--- src/rtl/rx_watch_pkg.sv ---
package rx_watch_pkg;

  typedef enum logic [2:0] {
    ST_IDLE   = 3'd0,
    ST_SLEEP  = 3'd1,
    ST_SETTLE = 3'd2,
    ST_MEAS   = 3'd3,
    ST_EVAL   = 3'd4,
    ST_FOUND  = 3'd5
  } mon_state_t;

  localparam logic [2:0] A_SLEEP  = 3'd0;
  localparam logic [2:0] A_SETTLE = 3'd1;
  localparam logic [2:0] A_WIN    = 3'd2;
  localparam logic [2:0] A_THR    = 3'd3;
  localparam logic [2:0] A_HOP    = 3'd4;
  localparam logic [2:0] A_TBL    = 3'd5;

  localparam int HOP_LEN_LSB = 4;
  localparam int SLOT_LSB    = 16;

endpackage

--- src/rtl/rx_watch_cfg.sv ---
module rx_watch_cfg
  import rx_watch_pkg::*;
#(
  parameter int CNT_W  = 16,
  parameter int DATA_W = 32,
  parameter int LO_W   = 6,
  parameter int HOP_N  = 8,
  parameter int PTR_W  = $clog2(HOP_N)
) (
  input  logic              clk,
  input  logic              rst_n,
  input  logic              wr_ok,
  input  logic              cfg_we,
  input  logic [2:0]        cfg_addr,
  input  logic [DATA_W-1:0] cfg_wdata,
  input  logic [PTR_W-1:0]  rd_ptr,
  output logic [CNT_W-1:0]  sleep_eff,
  output logic [CNT_W-1:0]  settle_eff,
  output logic [CNT_W-1:0]  win_eff,
  output logic [DATA_W-1:0] thr,
  output logic              hop_en,
  output logic [PTR_W-1:0]  hop_last,
  output logic [LO_W-1:0]   lo_val
);

  logic [CNT_W-1:0]  sleep_q, settle_q, win_q;
  logic [DATA_W-1:0] thr_q;
  logic              hop_en_q;
  logic [PTR_W:0]    hop_len_q;
  logic [LO_W-1:0]   tbl_q [HOP_N];
  logic              wr_acc;
  logic [PTR_W-1:0]  wr_slot;

  assign wr_acc  = wr_ok && cfg_we;
  assign wr_slot = cfg_wdata[SLOT_LSB +: PTR_W];

  always_ff @(posedge clk or negedge rst_n) begin
    if (!rst_n) begin
      sleep_q   <= '0;
      settle_q  <= '0;
      win_q     <= '0;
      thr_q     <= '0;
      hop_en_q  <= 1'b0;
      hop_len_q <= '0;
    end else if (wr_acc) begin
      case (cfg_addr)
        A_SLEEP:  sleep_q  <= cfg_wdata[CNT_W-1:0];
        A_SETTLE: settle_q <= cfg_wdata[CNT_W-1:0];
        A_WIN:    win_q    <= cfg_wdata[CNT_W-1:0];
        A_THR:    thr_q    <= cfg_wdata;
        A_HOP: begin
          hop_en_q  <= cfg_wdata[0];
          hop_len_q <= cfg_wdata[HOP_LEN_LSB +: PTR_W+1];
        end
        default: ;
      endcase
    end
  end

  for (genvar g = 0; g < HOP_N; g++) begin : g_tbl
    always_ff @(posedge clk or negedge rst_n) begin
      if (!rst_n) begin
        tbl_q[g] <= '0;
      end else if (wr_acc && (cfg_addr == A_TBL) && (wr_slot == PTR_W'(g))) begin
        tbl_q[g] <= cfg_wdata[LO_W-1:0];
      end
    end
  end

  always_comb begin
    if (hop_len_q == '0) begin
      hop_last = '0;
    end else if (hop_len_q > (PTR_W+1)'(HOP_N)) begin
      hop_last = PTR_W'(HOP_N - 1);
    end else begin
      hop_last = PTR_W'(hop_len_q - 1'b1);
    end
  end

  assign sleep_eff  = (sleep_q  == '0) ? CNT_W'(1) : sleep_q;
  assign settle_eff = (settle_q == '0) ? CNT_W'(1) : settle_q;
  assign win_eff    = (win_q    == '0) ? CNT_W'(1) : win_q;
  assign thr        = thr_q;
  assign hop_en     = hop_en_q;
  assign lo_val     = tbl_q[rd_ptr];


  cfg_frozen_chk: assert property (@(posedge clk) disable iff (!rst_n)
    (cfg_we && !wr_ok) |=> ($stable(thr_q) && $stable(sleep_q) && $stable(win_q)
                            && $stable(settle_q) && $stable(hop_len_q)));

endmodule

--- src/rtl/rx_watch_pwr.sv ---
module rx_watch_pwr #(
  parameter int SAMP_W = 12,
  parameter int CNT_W  = 16,
  parameter int ACC_W  = 40
) (
  input  logic                     clk,
  input  logic                     rst_n,
  input  logic                     acc_en,
  input  logic                     smp_valid,
  input  logic signed [SAMP_W-1:0] smp_i,
  input  logic signed [SAMP_W-1:0] smp_q,
  input  logic [CNT_W-1:0]         win_eff,
  output logic                     done,
  output logic [ACC_W-1:0]         power
);

  localparam int SQ_W = 2 * SAMP_W;

  logic signed [SQ_W-1:0] sq_i, sq_q;
  logic [SQ_W:0]          mag;
  logic [ACC_W-1:0]       acc_q, acc_nxt, power_q;
  logic [CNT_W-1:0]       cnt_q;

  assign sq_i    = smp_i * smp_i;
  assign sq_q    = smp_q * smp_q;
  assign mag     = {1'b0, sq_i} + {1'b0, sq_q};
  assign acc_nxt = acc_q + ACC_W'(mag);
  assign done    = acc_en && smp_valid && (cnt_q == win_eff - CNT_W'(1));

  always_ff @(posedge clk or negedge rst_n) begin
    if (!rst_n) begin
      acc_q <= '0;
      cnt_q <= '0;
    end else if (!acc_en) begin
      acc_q <= '0;
      cnt_q <= '0;
    end else if (smp_valid) begin
      acc_q <= acc_nxt;
      cnt_q <= cnt_q + CNT_W'(1);
    end
  end

  always_ff @(posedge clk or negedge rst_n) begin
    if (!rst_n) begin
      power_q <= '0;
    end else if (done) begin
      power_q <= acc_nxt;
    end
  end

  assign power = power_q;


  acc_mono_chk: assert property (@(posedge clk) disable iff (!rst_n)
    (acc_en && $past(acc_en)) |-> (acc_q >= $past(acc_q)));


  acc_idle_chk: assert property (@(posedge clk) disable iff (!rst_n)
    (!acc_en && $past(!acc_en)) |-> (acc_q == '0));

endmodule

--- src/rtl/rx_watch_fsm.sv ---
module rx_watch_fsm
  import rx_watch_pkg::*;
#(
  parameter int CNT_W  = 16,
  parameter int DATA_W = 32,
  parameter int ACC_W  = 40,
  parameter int PTR_W  = 3
) (
  input  logic              clk,
  input  logic              rst_n,
  input  logic              mon_en,
  input  logic              irq_clr,
  input  logic [CNT_W-1:0]  sleep_eff,
  input  logic [CNT_W-1:0]  settle_eff,
  input  logic              hop_en,
  input  logic [PTR_W-1:0]  hop_last,
  input  logic              win_done,
  input  logic [ACC_W-1:0]  power,
  input  logic [DATA_W-1:0] thr,
  output mon_state_t        state,
  output logic [PTR_W-1:0]  ptr
);

  mon_state_t       st_q, st_nxt;
  logic [CNT_W-1:0] cnt_q, cnt_nxt;
  logic             cnt_en;
  logic [PTR_W-1:0] ptr_q, ptr_nxt;
  logic             mon_q;
  logic             above;

  assign above = power > ACC_W'(thr);

  always_comb begin
    st_nxt = st_q;
    if (!mon_en) begin
      st_nxt = ST_IDLE;
    end else begin
      case (st_q)
        ST_IDLE:   if (!mon_q) st_nxt = ST_SLEEP;
        ST_SLEEP:  if (cnt_q == sleep_eff - CNT_W'(1)) st_nxt = ST_SETTLE;
        ST_SETTLE: if (cnt_q == settle_eff - CNT_W'(1)) st_nxt = ST_MEAS;
        ST_MEAS:   if (win_done) st_nxt = ST_EVAL;
        ST_EVAL:   st_nxt = above ? ST_FOUND : ST_SLEEP;
        ST_FOUND:  if (irq_clr) st_nxt = ST_IDLE;
        default:   st_nxt = ST_IDLE;
      endcase
    end
  end

  always_comb begin
    cnt_en  = (st_nxt != st_q) || (st_q == ST_SLEEP) || (st_q == ST_SETTLE);
    cnt_nxt = (st_nxt != st_q) ? '0 : cnt_q + CNT_W'(1);
  end

  always_comb begin
    ptr_nxt = ptr_q;
    if (st_q == ST_IDLE) begin
      ptr_nxt = '0;
    end else if (hop_en && (st_q == ST_EVAL) && (st_nxt == ST_SLEEP)) begin
      ptr_nxt = (ptr_q == hop_last) ? '0 : ptr_q + PTR_W'(1);
    end
  end

  always_ff @(posedge clk or negedge rst_n) begin
    if (!rst_n) begin
      st_q  <= ST_IDLE;
      ptr_q <= '0;
      mon_q <= 1'b0;
    end else begin
      st_q  <= st_nxt;
      ptr_q <= ptr_nxt;
      mon_q <= mon_en;
    end
  end

  always_ff @(posedge clk or negedge rst_n) begin
    if (!rst_n) begin
      cnt_q <= '0;
    end else if (cnt_en) begin
      cnt_q <= cnt_nxt;
    end
  end

  assign state = st_q;
  assign ptr   = ptr_q;


  sleep_len_chk: assert property (@(posedge clk) disable iff (!rst_n)
    (st_q == ST_SETTLE && $past(st_q) != ST_SETTLE) |->
      ($past(st_q) == ST_SLEEP && $past(cnt_q) == sleep_eff - CNT_W'(1)));


  found_chk: assert property (@(posedge clk) disable iff (!rst_n)
    (st_q == ST_EVAL && mon_en && power > {{(ACC_W-DATA_W){1'b0}}, thr}) |=> (st_q == ST_FOUND));


  resleep_chk: assert property (@(posedge clk) disable iff (!rst_n)
    (st_q == ST_EVAL && mon_en && !(power > {{(ACC_W-DATA_W){1'b0}}, thr})) |=> (st_q == ST_SLEEP));


  found_hold_chk: assert property (@(posedge clk) disable iff (!rst_n)
    (st_q == ST_FOUND && mon_en && !irq_clr) |=> (st_q == ST_FOUND));


  abort_chk: assert property (@(posedge clk) disable iff (!rst_n)
    !mon_en |=> (st_q == ST_IDLE));


  ptr_range_chk: assert property (@(posedge clk) disable iff (!rst_n)
    (st_q != ST_IDLE) |-> (ptr_q <= hop_last));

endmodule

--- src/rtl/rx_watch_ctrl.sv ---
module rx_watch_ctrl
  import rx_watch_pkg::*;
#(
  parameter int SAMP_W = 12,
  parameter int CNT_W  = 16,
  parameter int DATA_W = 32,
  parameter int ACC_W  = 40,
  parameter int LO_W   = 6,
  parameter int HOP_N  = 8
) (
  input  logic                     clk,
  input  logic                     rst_n,
  input  logic                     cfg_we,
  input  logic [2:0]               cfg_addr,
  input  logic [DATA_W-1:0]        cfg_wdata,
  input  logic                     mon_en,
  input  logic                     irq_clr,
  input  logic                     smp_valid,
  input  logic signed [SAMP_W-1:0] smp_i,
  input  logic signed [SAMP_W-1:0] smp_q,
  output logic                     rx_en,
  output logic                     full_rx_req,
  output logic                     irq,
  output logic [LO_W-1:0]          lo_idx,
  output logic [2:0]               state_o,
  output logic [ACC_W-1:0]         power_o
);

  localparam int PTR_W = $clog2(HOP_N);

  mon_state_t        st;
  logic [CNT_W-1:0]  sleep_eff, settle_eff, win_eff;
  logic [DATA_W-1:0] thr;
  logic              hop_en;
  logic [PTR_W-1:0]  hop_last, ptr, rd_ptr;
  logic              win_done;
  logic              wr_ok;

  assign wr_ok  = (st == ST_IDLE) && !mon_en;
  assign rd_ptr = hop_en ? ptr : '0;

  rx_watch_cfg #(
    .CNT_W(CNT_W), .DATA_W(DATA_W), .LO_W(LO_W), .HOP_N(HOP_N), .PTR_W(PTR_W)
  ) u_cfg (
    .clk(clk), .rst_n(rst_n), .wr_ok(wr_ok), .cfg_we(cfg_we),
    .cfg_addr(cfg_addr), .cfg_wdata(cfg_wdata), .rd_ptr(rd_ptr),
    .sleep_eff(sleep_eff), .settle_eff(settle_eff), .win_eff(win_eff),
    .thr(thr), .hop_en(hop_en), .hop_last(hop_last), .lo_val(lo_idx)
  );

  rx_watch_pwr #(
    .SAMP_W(SAMP_W), .CNT_W(CNT_W), .ACC_W(ACC_W)
  ) u_pwr (
    .clk(clk), .rst_n(rst_n), .acc_en(st == ST_MEAS), .smp_valid(smp_valid),
    .smp_i(smp_i), .smp_q(smp_q), .win_eff(win_eff),
    .done(win_done), .power(power_o)
  );

  rx_watch_fsm #(
    .CNT_W(CNT_W), .DATA_W(DATA_W), .ACC_W(ACC_W), .PTR_W(PTR_W)
  ) u_fsm (
    .clk(clk), .rst_n(rst_n), .mon_en(mon_en), .irq_clr(irq_clr),
    .sleep_eff(sleep_eff), .settle_eff(settle_eff), .hop_en(hop_en),
    .hop_last(hop_last), .win_done(win_done), .power(power_o), .thr(thr),
    .state(st), .ptr(ptr)
  );

  always_comb begin
    rx_en       = (st == ST_SETTLE) || (st == ST_MEAS) || (st == ST_EVAL) || (st == ST_FOUND);
    irq         = (st == ST_FOUND);
    full_rx_req = (st == ST_FOUND);
  end

  assign state_o = st;


  sleep_rx_off_chk: assert property (@(posedge clk) disable iff (!rst_n)
    (st == ST_SLEEP) |-> !rx_en);


  found_out_chk: assert property (@(posedge clk) disable iff (!rst_n)
    $rose(irq) |-> (full_rx_req && $past(st) == ST_EVAL));

endmodule

--- config.mk ---
export PLATFORM = sky130hd
export DESIGN_NAME = rx_watch_ctrl
export DESIGN_NICKNAME = d
export VERILOG_FILES = /design/src/rtl/rx_watch_pkg.sv /design/src/rtl/rx_watch_cfg.sv /design/src/rtl/rx_watch_pwr.sv /design/src/rtl/rx_watch_fsm.sv /design/src/rtl/rx_watch_ctrl.sv
export SDC_FILE = /design/constraint.sdc
export NUM_CORES = 1
export LEC_CHECK = 0
export BUFFER_PORTS_ARGS = -buffer_cell sky130_fd_sc_hd__clkbuf_2
export CORE_AREA = 2 2 274 276
export DETAILED_ROUTE_END_ITERATION = 10
export DIE_AREA = 0 0 276 278
export GPL_TIMING_DRIVEN = 0
export PLACE_DENSITY_LB_ADDON = 0.25
export SYNTH_ARGS = -nofsm -noshare
export SYNTH_HDL_FRONTEND = slang
export SYNTH_HIERARCHICAL = 1
export SYNTH_SLANG_ARGS = --single-unit
--- constraint.sdc ---
create_clock -name clk -period 4.5 [get_ports clk]
set_input_delay 0.9 -clock clk [delete_from_list [all_inputs] [get_ports clk]]
set_output_delay 0.9 -clock clk [all_outputs]
set_load 0.1 [all_outputs]
==> reports/results.ini <==
[logic_synthesis]
ys_ff_latch = 252
synth_top_area_share = 0.246
yosys-top-cells-area = dfrtp_1, fa_1, ha_1
synth_cell_types = 90
async_reset_ff_frac = 1.00
synth-edff-count = 0
synth_seq_area_share = 0.246
synth.most_common_cell = inv_1
ys.flop_type = dfrtp_1
ys.warnings.count = 6
yosys-top-cells-count = inv_1, fa_1, dfrtp_1
synth_area_mm2 = 0.0257
yosys.area.top_type = dfrtp_1
synth_nets = 3057
syn_inst = 2549
synth.avg_cell_area_um2 = 10.1

[cells_and_area]
fin_area_mm2 = 0.0321
synthToLayoutAreaGrowth_pct = 25.1
drive_above_1_share = 0.314
multiInputGateArea_mm2 = 0.0193
register_area_mm2 = 0.00631
nets = 3315
diodes = 0
fill_cells = 7047

[routing]
routed-via-count = 18700
post_drt_via_cell_ratio = 4.92
drc_errors = 10
ant_nets = 0
drt-wirelength-per-cell_um = 18.1
drt-total-wl_um = 68600
drt_iter0_markers = 873
dr.pass1.iters = 7

[clock_network]
clockRootBuffer = clkbuf_16
cts_sinks = 252
cts_max_level = 1
clk_latency_ps = 590
cts_buffers = 30
cts.path.max_buffers = 3
cts_tree = done
clk_pin_slew_ps = 60

[grt]
antenna_found_initial = 1
grt_pass1_vias = 20400
grt_pass1_wl_um = 111000
grt_max_degree = 99
overflow = 0
track_usage = 0.180

[hold_path]
min_path_type = in2async

[floorplanning]
io_pins = 117
start_util = 0.348
die_y_um = 278
core_mm2 = 0.0738
die_width_um = 276
die-area_mm2 = 0.0767
rows = 100

[worst_setup_path]
startpoint_type = primary input
cp_slowest_stage_delay_ps = 570
crit_type = in2reg
worst-path-max-fanout = 8
crit_arrival_ps = 8040
cp_data_required_time_ps = 4970
worst_setup_path_end_kind = register
crit_top_cell = fa_1
cp_slowest_cell = fa_1

[timing]
max_freq_mhz = 132
fin_crit_ps = 7570
worst_slack_ps = -3070
whs_ps = 324
worst_pin_slew_ps = 948
maxSlewHeadroom = 0.368
drv_slew = 0
fin_crit_sh = 1.68
finalSetupViolations = 68
final.setup.tns_ps = -161900
finalClockSkew_ps = 19.8
rsz0062_at_grt = true
hold_violations = 0

[placement]
place_area_mm2 = 0.0285
place_ws_ps = -4270
gp_congestion = 0.898
port_buffers = 107
post-dp-hpwl_um = 53600

[run_status]
status = finished, violations left
failed_checks = design-rule violations, negative setup slack

[flow_run]
cap_violations = 0

[per-layer routing]
| metal | share of wire | global-route usage |
|---|---|---|
| met4 | 0.025 | 0.0481 |
| met5 | 0.00017 | 0 |
| met1 | 0.44 | 0.231 |
| met2 | 0.48 | 0.310 |
| met3 | 0.051 | 0.0337 |
[through the flow]
stage                util  instances
floorplan               -       2549
global placement    0.386       3625
detailed placement  0.387       3627
CTS                 0.422       3749
global route        0.435       3797
finish              0.435       3797
[state kept, by name, indices dropped and copies added (netlist names), 16 cells and up]
signal	cells
u_pwr/acc_q	40
u_cfg/settle_q	16
u_cfg/win_q	16
u_pwr/power	40
u_cfg/tbl_q	48
u_cfg/sleep_q	16
u_fsm/cnt_q	16
u_pwr/cnt_q	16
u_cfg/thr	32
[final timing paths]
path | start | to | slack [ps] | cells past startpoint
setup / recovery | smp_i[11] | u_pwr/power[30] | -3070 | 31
hold / removal | rst_n | u_fsm/cnt_q[3] | 320 | 1
setup reg to reg | u_cfg/win_q[5] | u_fsm/cnt_q[2] | 190 | 17
hold reg to reg | u_cfg/tbl_q[30] | u_cfg/tbl_q[30] | 490 | 1
max in group asynchronous | rst_n | u_pwr/acc_q[35] | 3220 | 2
min in group clk | u_cfg/tbl_q[30] | u_cfg/tbl_q[30] | 490 | 1
[cells by family (layout without fill, tap and decap cells)]
logic type / Yosys count / in the layout / synth area share
AND/OR/NAND/NOR: 635 / 635 / 0.139
flip-flops: 252 / 252 / 0.246
AO/OA/AOI/OAI: 258 / 258 / 0.0651
multiplexers: 220 / 220 / 0.106
XOR/XNOR: 197 / 197 / 0.0682
buffers and inverters: 544 / 823 / 0.0820
adder cells (fa/ha/maj): 443 / 443 / 0.294
[critical path: cells and delay by family]
kind | cells | cell delay [ps]
AOI/OAI and AO/OA | 10 | 1860
xor gates and xnor gates | 2 | 520
adders and majority gates | 8 | 3440
buffers and inverters | 9 | 990
muxes | 1 | 260
and+or+nand+nor | 1 | 50
[layout by cell type (no fill, tap or decap), drive strengths merged, types with 12 or more instances in the layout]
master	n
nand4	35
nor4	29
nor2b	33
a21o	26
nor2	96
nand3	46
xor2	73
and3	20
or3	17
nand2b	21
mux4	12
inv	413
ha	177
a21oi	75
fa	266
xnor2	124
dfrtp	252
nand2	162
clkbuf	258
mux2i	30
and2	79
buf	147
o21ai	57
a31oi	16
mux2	178
nor3	47
[layout make-up]
type,count,share of cell area
multi-input combinational,1753,0.600
sequential,252,0.196
timing repair buffer,227,0.0561
inverter,413,0.0488
tap,969,0.0377
buffer,130,0.0298
clock buffer,48,0.0283
clock inverter,5,0.00323
[repair_timing]
action / CTS / global route
hold buffers: 0 / 0
pin swaps: 125 / 117
buffers inserted: 65 / 50
cloned: 5 / 1
gates resized for setup: 192 / 151
endpoints found under the setup margin: 87 / 86
Power is not shown: default switching activity piles up to over one toggle a cycle in this logic, so the estimate is an artifact.
